## src/rtl/spu_pkg.sv

```systemverilog
package spu_pkg;

    typedef enum logic [3:0] {
        OP_SLL    = 4'd0,
        OP_SRL    = 4'd1,
        OP_SRA    = 4'd2,
        OP_ROL    = 4'd3,
        OP_ROR    = 4'd4,
        OP_FSL    = 4'd5,
        OP_FSR    = 4'd6,
        OP_BEXT   = 4'd7,
        OP_BINS   = 4'd8,
        OP_REVB_H = 4'd9,
        OP_REVB_W = 4'd10,
        OP_REVH_W = 4'd11,
        OP_REV_BT = 4'd12
    } spu_op_e;

    typedef enum logic [1:0] {
        RK_BITS   = 2'd0,
        RK_B_IN_H = 2'd1,
        RK_B_IN_W = 2'd2,
        RK_H_IN_W = 2'd3
    } rev_kind_e;

    typedef enum logic [1:0] {
        SEL_ZERO  = 2'd0,
        SEL_NET   = 2'd1,
        SEL_FIELD = 2'd2,
        SEL_REV   = 2'd3
    } res_sel_e;

endpackage

```

## src/rtl/spu_funnel_net.sv

```systemverilog
// Right funnel over the pair {hi, lo}: keeps the low W bits of {hi,lo} >> amt.
// With mirror_i set, operands are bit-mirrored before and after, which turns
// the same network into a left funnel.
module spu_funnel_net #(
    parameter int W  = 32,
    parameter int SW = $clog2(W)
) (
    input  logic [W-1:0]  hi_i,
    input  logic [W-1:0]  lo_i,
    input  logic [SW-1:0] amt_i,
    input  logic          mirror_i,
    output logic [W-1:0]  y_o
);

    localparam int PW = 2 * W;

    function automatic logic [W-1:0] mirror_word(input logic [W-1:0] x);
        logic [W-1:0] r;
        for (int i = 0; i < W; i++) begin
            r[i] = x[W-1-i];
        end
        return r;
    endfunction

    logic [W-1:0]  hi_in;
    logic [W-1:0]  lo_in;
    logic [PW-1:0] stage [0:SW];

    always_comb begin
        hi_in = mirror_i ? mirror_word(hi_i) : hi_i;
        lo_in = mirror_i ? mirror_word(lo_i) : lo_i;
    end

    assign stage[0] = {hi_in, lo_in};

    // one stage per amount bit, each moving by a fixed power of two
    for (genvar s = 0; s < SW; s++) begin : g_stage
        assign stage[s+1] = amt_i[s] ? (stage[s] >> (2 ** s)) : stage[s];
    end

    assign y_o = mirror_i ? mirror_word(stage[SW][W-1:0]) : stage[SW][W-1:0];

endmodule

```

## src/rtl/spu_field_merge.sv

```systemverilog
// Builds the field mask from the length and either clears the bits above
// the field (extract) or merges the moved field into the destination (insert).
module spu_field_merge #(
    parameter int W  = 32,
    parameter int SW = $clog2(W),
    parameter int LW = SW + 1
) (
    input  logic [W-1:0]  net_i,
    input  logic [W-1:0]  dest_i,
    input  logic [SW-1:0] pos_i,
    input  logic [LW-1:0] len_i,
    input  logic          insert_i,
    output logic [W-1:0]  y_o
);

    logic [W-1:0] low_mask;
    logic [W-1:0] place_mask;
    logic [W-1:0] extracted;
    logic [W-1:0] inserted;

    always_comb begin
        if (len_i >= LW'(W)) begin
            low_mask = '1;
        end else begin
            low_mask = (W'(1) << len_i) - W'(1);
        end
        place_mask = low_mask << pos_i;
        extracted  = net_i & low_mask;
        inserted   = (dest_i & ~place_mask) | (net_i & place_mask);
        y_o        = insert_i ? inserted : extracted;
    end

endmodule

```

## src/rtl/spu_reverse.sv

```systemverilog
// Fixed reorderings: every byte-granular one is a byte-index XOR with a
// constant, so each is pure wiring; bit order reversal is a full mirror.
module spu_reverse #(
    parameter int W = 32
) (
    input  logic [W-1:0]              a_i,
    input  spu_pkg::rev_kind_e        kind_i,
    output logic [W-1:0]              y_o
);
    import spu_pkg::*;

    localparam int NB = W / 8;

    logic [W-1:0] swap_bh;
    logic [W-1:0] swap_bw;
    logic [W-1:0] swap_hw;
    logic [W-1:0] flip_bits;

    for (genvar g = 0; g < NB; g++) begin : g_byte
        assign swap_bh[8*g +: 8] = a_i[8*(g ^ 1) +: 8];
        assign swap_bw[8*g +: 8] = a_i[8*(g ^ 3) +: 8];
        assign swap_hw[8*g +: 8] = a_i[8*(g ^ 2) +: 8];
    end

    for (genvar i = 0; i < W; i++) begin : g_bit
        assign flip_bits[i] = a_i[W-1-i];
    end

    always_comb begin
        case (kind_i)
            RK_B_IN_H: y_o = swap_bh;
            RK_B_IN_W: y_o = swap_bw;
            RK_H_IN_W: y_o = swap_hw;
            default:   y_o = flip_bits;
        endcase
    end

endmodule

```

## src/rtl/shift_permute_unit.sv

```systemverilog
module shift_permute_unit #(
    parameter int W       = 32,
    parameter bit OUT_REG = 1'b1,
    parameter int SW      = $clog2(W),
    parameter int LW      = SW + 1
) (
    input  logic          clk,
    input  logic          rst_n,
    input  logic [3:0]    op_i,
    input  logic [W-1:0]  a_i,
    input  logic [W-1:0]  b_i,
    input  logic [SW-1:0] amt_i,
    input  logic [SW-1:0] fpos_i,
    input  logic [LW-1:0] flen_i,
    output logic [W-1:0]  res_o
);
    import spu_pkg::*;

    typedef struct packed {
        logic [W-1:0] res;
    } out_st_t;

    out_st_t st_d, st_q;

    // network operand selection
    logic [W-1:0]  net_hi;
    logic [W-1:0]  net_lo;
    logic [SW-1:0] net_amt;
    logic          net_mirror;
    logic          fld_insert;
    rev_kind_e     rev_kind;
    res_sel_e      res_sel;

    logic [W-1:0]  net_y;
    logic [W-1:0]  fld_y;
    logic [W-1:0]  rev_y;

    always_comb begin
        net_hi     = '0;
        net_lo     = a_i;
        net_amt    = amt_i;
        net_mirror = 1'b0;
        fld_insert = 1'b0;
        rev_kind   = RK_BITS;
        res_sel    = SEL_ZERO;
        case (op_i)
            OP_SLL: begin
                net_mirror = 1'b1;
                res_sel    = SEL_NET;
            end
            OP_SRL: begin
                res_sel    = SEL_NET;
            end
            OP_SRA: begin
                net_hi     = {W{a_i[W-1]}};
                res_sel    = SEL_NET;
            end
            OP_ROL: begin
                net_hi     = a_i;
                net_mirror = 1'b1;
                res_sel    = SEL_NET;
            end
            OP_ROR: begin
                net_hi     = a_i;
                res_sel    = SEL_NET;
            end
            OP_FSL: begin
                net_hi     = b_i;
                net_mirror = 1'b1;
                res_sel    = SEL_NET;
            end
            OP_FSR: begin
                net_hi     = b_i;
                res_sel    = SEL_NET;
            end
            OP_BEXT: begin
                net_amt    = fpos_i;
                res_sel    = SEL_FIELD;
            end
            OP_BINS: begin
                net_amt    = fpos_i;
                net_mirror = 1'b1;
                fld_insert = 1'b1;
                res_sel    = SEL_FIELD;
            end
            OP_REVB_H: begin
                rev_kind   = RK_B_IN_H;
                res_sel    = SEL_REV;
            end
            OP_REVB_W: begin
                rev_kind   = RK_B_IN_W;
                res_sel    = SEL_REV;
            end
            OP_REVH_W: begin
                rev_kind   = RK_H_IN_W;
                res_sel    = SEL_REV;
            end
            OP_REV_BT: begin
                rev_kind   = RK_BITS;
                res_sel    = SEL_REV;
            end
            default: begin
                res_sel    = SEL_ZERO;
            end
        endcase
    end

    spu_funnel_net #(.W(W), .SW(SW)) u_net (
        .hi_i     (net_hi),
        .lo_i     (net_lo),
        .amt_i    (net_amt),
        .mirror_i (net_mirror),
        .y_o      (net_y)
    );

    spu_field_merge #(.W(W), .SW(SW), .LW(LW)) u_field (
        .net_i    (net_y),
        .dest_i   (b_i),
        .pos_i    (fpos_i),
        .len_i    (flen_i),
        .insert_i (fld_insert),
        .y_o      (fld_y)
    );

    spu_reverse #(.W(W)) u_rev (
        .a_i    (a_i),
        .kind_i (rev_kind),
        .y_o    (rev_y)
    );

    always_comb begin
        case (res_sel)
            SEL_NET:   st_d.res = net_y;
            SEL_FIELD: st_d.res = fld_y;
            SEL_REV:   st_d.res = rev_y;
            default:   st_d.res = '0;
        endcase
    end

    always_ff @(posedge clk or negedge rst_n) begin
        if (!rst_n) begin
            st_q <= '0;
        end else begin
            st_q <= st_d;
        end
    end

    assign res_o = OUT_REG ? st_q.res : st_d.res;

    if (OUT_REG) begin : g_chk
        assert_unused_zero_R2: assert property (@(posedge clk) disable iff (!rst_n)
            (op_i >= 4'd13) |=> (res_o == '0));

        assert_amt0_identity_R3: assert property (@(posedge clk) disable iff (!rst_n)
            ((op_i <= 4'd6) && (amt_i == '0)) |=> (res_o == $past(a_i)));

        assert_ror_reference_R4: assert property (@(posedge clk) disable iff (!rst_n)
            (op_i == OP_ROR) |=> (res_o == (($past(a_i) >> $past(amt_i)) |
                                            ($past(a_i) << (W - int'($past(amt_i)))))));

        assert_fsl_zero_fill_R5: assert property (@(posedge clk) disable iff (!rst_n)
            ((op_i == OP_FSL) && (b_i == '0)) |=> (res_o == ($past(a_i) << $past(amt_i))));

        assert_fsr_zero_fill_R6: assert property (@(posedge clk) disable iff (!rst_n)
            ((op_i == OP_FSR) && (b_i == '0)) |=> (res_o == ($past(a_i) >> $past(amt_i))));

        assert_bext_high_clear_R7: assert property (@(posedge clk) disable iff (!rst_n)
            ((op_i == OP_BEXT) && (flen_i < LW'(W))) |=> ((res_o >> $past(flen_i)) == '0));

        assert_bins_empty_keeps_dest_R8: assert property (@(posedge clk) disable iff (!rst_n)
            ((op_i == OP_BINS) && (flen_i == '0)) |=> (res_o == $past(b_i)));

        assert_reverse_popcount_R9: assert property (@(posedge clk) disable iff (!rst_n)
            ((op_i >= 4'd9) && (op_i <= 4'd12)) |=>
                ($countones(res_o) == $countones($past(a_i))));
    end

endmodule

```

## config.mk

```make
export PLATFORM = sky130hd
export DESIGN_NAME = shift_permute_unit
export DESIGN_NICKNAME = d
export VERILOG_FILES = /design/src/rtl/spu_pkg.sv /design/src/rtl/spu_funnel_net.sv /design/src/rtl/spu_field_merge.sv /design/src/rtl/spu_reverse.sv /design/src/rtl/shift_permute_unit.sv
export SDC_FILE = /design/constraint.sdc
export NUM_CORES = 1
export LEC_CHECK = 0
export BUFFER_PORTS_ARGS = -buffer_cell sky130_fd_sc_hd__buf_4
export CAP_MARGIN = 30
export CORE_MARGIN = 10
export CORE_UTILIZATION = 50
export DETAILED_ROUTE_END_ITERATION = 7
export PLACE_DENSITY = 0.69
export REMOVE_ABC_BUFFERS = 1
export SYNTH_ARGS = -nofsm -noshare
export SYNTH_HDL_FRONTEND = slang
export SYNTH_SLANG_ARGS = --single-unit
```

## constraint.sdc

```tcl
create_clock -name clk -period 0.8 [get_ports clk]
set_input_delay 0.08 -clock clk [delete_from_list [all_inputs] [get_ports clk]]
set_output_delay 0.08 -clock clk [all_outputs]
set_load 0.1 [all_outputs]
```

==> qor.csv, run 1 <==
stage;metric;value;unit
clock_tree;clock root buffer;clkbuf_16;
clock_tree;# H-tree levels;2;
synthesis;syn_area_per_cell;6.55;um2
synthesis;Post-synth EDFFs;0;
clock_tree;clk buf depth;2;
outcome;error message;[ERROR GRT-0232] Routing congestion too high. Check the congestion heatmap in the GUI.;
synthesis;post-synth top area cell;mux2i_1;
placed_design;GP Congestion;1.27;
sta;GRT worst endpoint;res_o[0]$_DFF_PN0_/D;
outcome;Fail Step;global routing;
grt;gr ovfl total;173;
floorplan;Starting Density;50.5;%
floorplan;die height;182;um
floorplan;DIE WIDTH;182;um
synthesis;Area contributors post-synth;mux2i_1, dfrtp_1, a21oi_1;
synthesis;top-area cell type share of the netlist area;10.5;%
outcome;status;stopped before the end;
placed_design;Placed Area;0.0191;mm2
placed_design;pre-CTS WS;-2880;ps
synthesis;Seq cells post-synth;32;
synthesis;fraction of registers with async set/reset;100;%
synthesis;Ys Warns;0;
placed_design;post-detail-place hpwl;64600;um
floorplan;Site Rows;59;
synthesis;Main synth FF type;dfrtp_1;
synthesis;Seq/Total Area, Yosys;6.12;%
grt;largest net degree at the start of global routing;48;
clock_tree;CTS Buf Count;5;
synthesis;Mapped Area;0.0131;mm2
clock_tree;clk sinks;32;
synthesis;post-synthesis cell count;1995;
placed_design;port buffer count;117;
synthesis;Synth cell types;103;
floorplan;# IOs;118;
sta;worst_ep kind;sequential cell input;
grt;GRT Util Overall;72.9;%
-- stage by stage --
| step | std cells | util (%) | hold slack (ps) | TNS, ps |
|---|---|---|---|---|
| floorplan | 1742 | - | -216 | -132280 |
| CTS | 3009 | 86.1 | 124 | -67350 |
| global placement | 2925 | 73.8 | 43.5 | -85550 |
| detailed placement | 2926 | 73.8 | 55.1 | -87320 |
-- cells by family after synthesis --
| group | after synthesis | synth area share [%] |
|---|---|---|
| AO/OA/AOI/OAI | 819 | 43.6 |
| XOR/XNOR | 6 | 0.402 |
| adder cells (fa/ha/maj) | 3 | 0.258 |
| buffers and inverters | 284 | 9.75 |
| flip-flops | 32 | 6.13 |
| multiplexers | 160 | 12.7 |
| AND/OR/NAND/NOR | 691 | 27.1 |
-- per-layer routing --
layer / global-route usage (%) / GRT overflow
met5: 27.3 / 0
met4: 76.0 / 81
met3: 61.2 / 1
met2: 87.2 / 87
met1: 70.7 / 4
-- synthesized netlist by cell type, types with 9 or more instances --
master,n
a221oi_1,47
dfrtp_1,32
buf_2,77
a22oi_1,28
a211oi_1,57
buf_1,24
a21oi_1,153
and2_1,9
o2111ai_1,11
nand3_1,59
a31oi_1,39
o211ai_1,52
a32oi_1,12
nor2b_1,14
or3b_2,13
nor3_1,65
nor2_1,169
inv_1,30
nand2_1,190
clkbuf_1,129
mux2_2,20
a311oi_1,12
o21ai_0,153
mux2i_1,137
o22ai_1,35
or3_1,12
buf_4,16
o31ai_1,18
o221ai_1,35
nor4_1,16
a41oi_1,16
o32ai_1,9
o21a_1,20
a21o_1,13
a211o_1,10
or4bb_1,19
nand2b_1,28
and3_1,26
nand4_1,14
-- what timing repair did --
action	CTS
hold buffers	1
resized for setup	508
setup buffers	77
endpoints found under the setup margin	64
cloned	10
pin swaps	126
hold endpoints to repair	32
==> run 2: changes to the inputs <==
- CORE_UTILIZATION: 50 -> 35
- PLACE_DENSITY: 0.69 -> unset
- PLACE_DENSITY_LB_ADDON: unset -> 0.15
==> run 2 against run 1 <==
  * The flow now finishes, with violations (setup timing)
  * Synthesized area stayed put
  * Synthesized cell count unchanged
==> qor.csv, run 2 <==
stage;metric;value;unit;change
clock_tree;CTS Buf Count;5;;unchanged
worst_setup_path;critical path peak fanout;5;;
grt;first-pass GRT wire length;137000;um;
sta;final hold violation count;0;;
worst_hold_path;Min-Delay Path Class;in2reg;;
clock_tree;CTS clk-pin slew, worst paths;60;ps;
detailed_routing;vias per cell;6.80;;
detailed_routing;vias after detailed routing;22200;;
synthesis;Post-synth EDFFs;0;;unchanged
outcome;status;complete, but fails checks;;
synthesis;top-area cell type share of the netlist area;10.5;%;unchanged
grt;largest net degree at the start of global routing;47;;
floorplan;DIE WIDTH;213;um;+17%
synthesis;Synth cell types;103;;unchanged
cells_and_area;area of the multi-input gates;0.0143;mm2;
synthesis;Main synth FF type;dfrtp_1;;
detailed_routing;DRT antenna net count;0;;
grt;GRT busiest layer;met2;;
grt;met3 Track Usage GR;11.7;%;
detailed_routing;initial DRC count;2718;;
detailed_routing;wirelength, routed;101000;um;
grt;GRT met1 Usage;49.3;%;
clock_tree;# H-tree levels;2;;unchanged
synthesis;Seq/Total Area, Yosys;6.12;%;unchanged
synthesis;Synth Area in Compound Gates;43.7;%;unchanged
worst_setup_path;Worst setup SP type;primary input;;
clock_tree;clk sinks;32;;unchanged
cells_and_area;Post-Layout Cell Count;3266;;
grt;GRT Util Overall;40.4;%;
floorplan;# IOs;118;;unchanged
placed_design;post-detail-place hpwl;74300;um;+15%
synthesis;Mapped Area;0.0131;mm2;unchanged
sta;RSZ-0062 raised after global routing;true;;
floorplan;DIE AREA;0.0455;mm2;
synthesis;post-synthesis xor/xnor area fraction;0.402;%;unchanged
synthesis;Area contributors post-synth;mux2i_1, dfrtp_1, a21oi_1;;
cells_and_area;max reg flops;32;;
power;Leak;0.0107;uW;
worst_setup_path;Worst Setup End Kind;flop;;
cells_and_area;Area Growth Syn to Fin;95.7;%;
synthesis;post-synth top area cell;mux2i_1;;
worst_setup_path;critical path arrival;3320;ps;
cells_and_area;NumNets Final;2884;;
cells_and_area;utilization after layout;69.7;%;
clock_tree;clk buf depth;2;;unchanged
outcome;violated checks;setup timing;;
synthesis;share of synthesized cell area in and, or, nand and nor gates;27.1;%;unchanged
detailed_routing;DRC Markers;0;;
placed_design;GP Congestion;1.09;;-15%
floorplan;die height;213;um;+17%
sta;endpoints failing setup;64;;
sta;Final Cycle Share;392;%;
floorplan;Site Rows;70;;+19%
grt;vias in the first global route;20300;;
placed_design;dpl cells;3096;;+5.8%
cells_and_area;register area;806;um2;
synthesis;most common cell in the netlist;nand2_1;;
floorplan;Starting Density;35.6;%;-15 points
synthesis;syn_area_per_cell;6.55;um2;unchanged
synthesis;post-synthesis mux area share;12.7;%;unchanged
grt;initial antenna violation count;2;;
cells_and_area;commonest cells after routing, fill and taps aside;buf_4, nand2_1, nor2_1;;
cells_and_area;n_diodes;0;;
sta;fin crit period;3140;ps;
worst_setup_path;Worst Path Required;980;ps;
grt;gr ovfl total;0;;
sta;relative slew slack;36.7;%;
synthesis;Post-Synth Adder-Cell Area;0.258;%;unchanged
grt;GRT met2 Usage;61.3;%;
sta;Slew Viols, Final;0;;
clock_tree;CTS tree;done;;
worst_setup_path;WP buf/inv;4;;
synthesis;fraction of registers with async set/reset;100;%;unchanged
synthesis;largest family of logic cells by synthesized area;compound AO/OA/AOI/OAI gates;;
worst_setup_path;critical path class;in2reg;;
clock_tree;clock root buffer;clkbuf_16;;
synthesis;Ys Warns;0;;unchanged
detailed_routing;DR WL/cell;31.0;um;
sta;fmax;319;MHz;
cells_and_area;fillers;2907;;
power;VDD IR max;0.00157;V;
worst_setup_path;critical path's top delay family;compound AO/OA/AOI/OAI gates;;
power;pwr/cell area;1310;mW/mm2;
floorplan;Core Box Area;0.0367;mm2;
cells_and_area;ratio of cells with drive above 1 in the final layout;55.5;%;
worst_setup_path;Worst path most repeated cell;a2111oi_4;;
sta;Worst Max-Slew Pin Slew;945;ps;
worst_setup_path;Critical Path Max Stage Delay;440;ps;
worst_setup_path;crit-path cells;clkbuf_16, and4bb_1, a2111oi_4, or2_4, buf_12, buf_6, mux2i_1, buf_4, mux2i_4, a2111oi_4, o32a_4, a2bb2oi_4, mux2_4, a211o_1;;
synthesis;post-synthesis cell count;1995;;unchanged
synthesis;most common library cells after synthesis;nand2_1, nor2_1, a21oi_1, o21ai_0, mux2i_1;;
sta;Final WS setup;-2340;ps;
flow_run;Max Cap Violations;0;;
cells_and_area;Final Cell Area;0.0256;mm2;
cells_and_area;most common cell after layout, fill and taps aside;buf_4;;
placed_design;port buffer count;117;;unchanged
detailed_routing;Pre-antenna DRT Iters;6;;
worst_setup_path;crit path max-delay cell type;a2111oi_4;;
placed_design;Placed Area;0.0195;mm2;+2.2%
synthesis;Seq cells post-synth;32;;unchanged
run 2: cell counts after synthesis:
Identical to the previous run, type by type.
run 2: routing by layer:
metal  vias up  routed length (um)
met5         -                  15
met4         2                8680
met3       474               12300
met2      1669               43500
met1     10700               36800
li1       9404                   -
run 2: path summary, 6_finish.rpt:
check                       endpoint  slack, ps     from  depth (start not counted)
min in group asynchronous   res_o[9]        290    rst_n                          2
min                        res_o[16]        110  b_i[16]                          3
max in group asynchronous  res_o[16]        140    rst_n                          2
max                        res_o[26]      -2340  op_i[2]                         14
run 2: through the flow:
| stage | worst slack (ps) | hold WS [ps] | setup TNS, ps | power (uW) |
|---|---|---|---|---|
| finish | -2340 | 112 | -74450 | 33500 |
| floorplan | -4190 | -216 | -132280 | 11400 |
| detailed placement | -2940 | 59.8 | -87770 | 22900 |
| global placement | -2930 | 50.4 | -87850 | 22900 |
| CTS | -2140 | 105 | -69590 | 29300 |
| global route | -2300 | 119 | -75240 | 34200 |
run 2: cells by family (layout without fill, tap and decap cells):
group	after synthesis	after routing
AOI/OAI and AO/OA	819	819
and+or+nand+nor	691	692
buffers and inverters	284	1086
muxes	160	160
DFF	32	32
xor gates and xnor gates	6	6
adders and majority gates	3	3
run 2: power breakdown:
group / internal (uW) / switching [uW]
registers: 1960 / 354
logic: 12500 / 16400
clock network: 1470 / 853
run 2: area by class of cell:
class	count	share of cell area, %
clock buffers	5	0.489
repair buffers	1047	37.5
flip-flops and latches	32	3.15
inverters	31	0.465
well taps	468	2.29
multi-input cells	1680	55.9
clock inverters	3	0.166
run 2: worst min-delay path, stage by stage:
cell and delay [ps]:
buf_4 100, a31oi_1 90, o311ai_1 90
run 2: repair_timing:
item	in CTS	in global routing
setup endpoints to repair	64	64
resized for setup	515	382
cloned	10	9
hold buffers	1	0
hold endpoints to repair	32	0
pin swaps	104	170
setup buffers	85	80
Power figures use the tool's default switching activity.
==> run 3: changes to the inputs <==
- PLACE_DENSITY: unset -> 0.5
- PLACE_DENSITY_LB_ADDON: 0.15 -> unset
==> run 3 against run 2 <==
  * The run still ends with setup timing left
  * Hold slack got worse by 12 ps
  * Sequential share of layout area increased by 0.17 points
  * Cell area decreased by 5.1%
  * Utilization decreased by 3.6 points
  * Fmax decreased by 1.8%
  * Non-clock buffer count decreased by 65
  * First-iteration DRC count increased by 1.9%
  * Global-route usage increased by 0.089 points
  * Via count decreased by 3.1%
  * Final cell count decreased by 1.9%
  * Sequential power about the same
  * Clock-buffer cell count unchanged
  * Highest routed layer is now met4
==> qor.csv, run 3 (synthesized netlist as in run 2, its figures left out) <==
stage;metric;value;unit;change
outcome;status;complete, but fails checks;;
outcome;violated checks;setup timing;;
floorplan;Site Rows;70;;unchanged
floorplan;# IOs;118;;unchanged
detailed_routing;initial DRC count;2770;;+1.9%
sta;RSZ-0062 raised after global routing;true;;
sta;final hold violation count;0;;unchanged
detailed_routing;vias per cell;6.72;;-1.2%
clock_tree;clk sinks;32;;unchanged
worst_setup_path;Worst Setup End Kind;flop;;
placed_design;Placed Area;0.0194;mm2;-0.82%
cells_and_area;fillers;3149;;+8.3%
clock_tree;CTS clk-pin slew, worst paths;60;ps;about the same
grt;gr ovfl total;0;;unchanged
worst_setup_path;critical path class;in2reg;;
placed_design;GP Congestion;1.10;;+1.2%
grt;largest net degree at the start of global routing;48;;+2.1%
sta;fin crit period;3200;ps;+56.9 ps
clock_tree;CTS Buf Count;5;;unchanged
grt;vias in the first global route;20300;;-0.020%
sta;Final WS setup;-2400;ps;-56.9 ps
cells_and_area;Area Growth Syn to Fin;85.6;%;
floorplan;DIE WIDTH;213;um;unchanged
cells_and_area;max reg flops;32;;unchanged
worst_setup_path;critical path arrival;3400;ps;+80 ps
power;VDD IR max;0.00114;V;-27%
worst_hold_path;WHS Path Cells;3;;unchanged
floorplan;Starting Density;35.6;%;unchanged
cells_and_area;ratio of cells with drive above 1 in the final layout;51.9;%;-3.6 points
placed_design;port buffer count;117;;unchanged
detailed_routing;DR WL/cell;30.2;um;-2.6%
clock_tree;# H-tree levels;2;;unchanged
floorplan;die height;213;um;unchanged
sta;fmax;313;MHz;-1.8%
power;pwr/cell area;1290;mW/mm2;-1.4%
grt;GRT Util Overall;40.5;%;+0.089 points
cells_and_area;NumNets Final;2820;;-2.2%
cells_and_area;commonest cells after routing, fill and taps aside;buf_4, nand2_1, nor2_1;;
worst_hold_path;Min-Delay Path Class;in2reg;;
placed_design;dpl cells;3068;;-0.90%
grt;first-pass GRT wire length;137000;um;+0.42%
sta;Worst Max-Slew Pin Slew;893;ps;-52.6 ps
grt;initial antenna violation count;0;;-2
detailed_routing;DRC Markers;0;;unchanged
cells_and_area;utilization after layout;66.1;%;-3.6 points
clock_tree;CTS tree;done;;
placed_design;post-detail-place hpwl;72100;um;-3.0%
floorplan;Core Box Area;0.0367;mm2;unchanged
sta;Min Hold Slack;101;ps;-11.8 ps
worst_hold_path;WHS Endpoint;res_o[8];;
clock_tree;clk buf depth;2;;unchanged
detailed_routing;vias after detailed routing;21500;;-3.1%
clock_tree;clock root buffer;clkbuf_16;;
sta;relative slew slack;40.2;%;+3.5 points
power;Leak;0.0102;uW;-4.3%
sta;setup TNS;-74050;ps;+400 ps
cells_and_area;Final Cell Area;0.0243;mm2;-5.1%
sta;Slew Viols, Final;0;;unchanged
flow_run;Max Cap Violations;0;;unchanged
detailed_routing;Pre-antenna DRT Iters;6;;unchanged
detailed_routing;wirelength, routed;96800;um;-4.5%
cells_and_area;Post-Layout Cell Count;3203;;-1.9%
sta;Final Cycle Share;399;%;+7.1 points
sta;endpoints failing setup;64;;unchanged
worst_hold_path;worst hold start;b_i[8];;
floorplan;DIE AREA;0.0455;mm2;unchanged
worst_setup_path;Worst setup SP type;primary input;;
cells_and_area;most common cell after layout, fill and taps aside;buf_4;;
worst_setup_path;Worst Path Required;1000;ps;+20 ps
detailed_routing;DRT antenna net count;0;;unchanged
worst_setup_path;critical path peak fanout;6;;+1
## run 3: changes by cell type in the layout (fill, tap and decap cells not counted), sizes merged, moves of 2 or more
cell	change
buf	-65
clkbuf	-3
bufbuf	+3
clkinv	+2
## run 3: metrics by stage
step / power, uW / setup slack [ps]
6_report: 31400 / -2400
5_1_grt: 32200 / -2360
4_1_cts: 29100 / -2130
3_5_place_dp: 22600 / -2990
3_3_place_gp: 22500 / -2980
2_1_floorplan: 11400 / -4190
## run 3: worst max-delay path by stage
stage	start	end	slack, ps	cells past startpoint
after floorplan	op_i[0]	res_o[26]	-4190	10
after global placement	op_i[1]	res_o[10]	-2980	18
after detailed placement	op_i[1]	res_o[20]	-2990	15
after CTS	op_i[1]	res_o[6]	-2130	17
after global routing	op_i[1]	res_o[6]	-2360	16
final	amt_i[1]	res_o[6]	-2400	16
## run 3: where the power goes
group,internal [uW],switching [uW]
clock,1150,818
combinational,11700,15400
sequential,1960,355
## run 3: critical path: stages
cell,delay (ps)
buf_4,130
nor2b_2,150
buf_4,150
a2111oi_4,290
buf_4,220
or2_4,170
buf_12,120
buf_4,130
nand2_2,60
o211ai_1,720
o31ai_1,190
buf_4,210
a221oi_4,300
buf_6,160
mux2i_4,70
o211ai_1,210
## run 3: cell type report
cell class	instances	area [um2]	area share, %
antenna	1	2.50	0.0103
inverter	31	123	0.505
clock buffer	5	125	0.516
clock inverter	3	18.8	0.0773
multi-input combinational	1681	13600	56.0
tap	468	586	2.41
timing repair buffer	982	9010	37.1
sequential	32	806	3.32
## run 3: per-layer routing
| layer | track usage (%) | wire, um |
|---|---|---|
| met2 | 61.3 | 41300 |
| met1 | 50.0 | 36500 |
| met3 | 9.72 | 10900 |
| met5 | 0 | 0 |
| met4 | 27.5 | 8150 |
## run 3: timing repair
action,4_1_cts,5_1_grt
pin swaps,108,107
resized for setup,560,167
endpoints found under the hold margin,32,0
hold buffers,1,0
gates cloned,12,5
buffers inserted,93,40
setup endpoints to repair,64,64
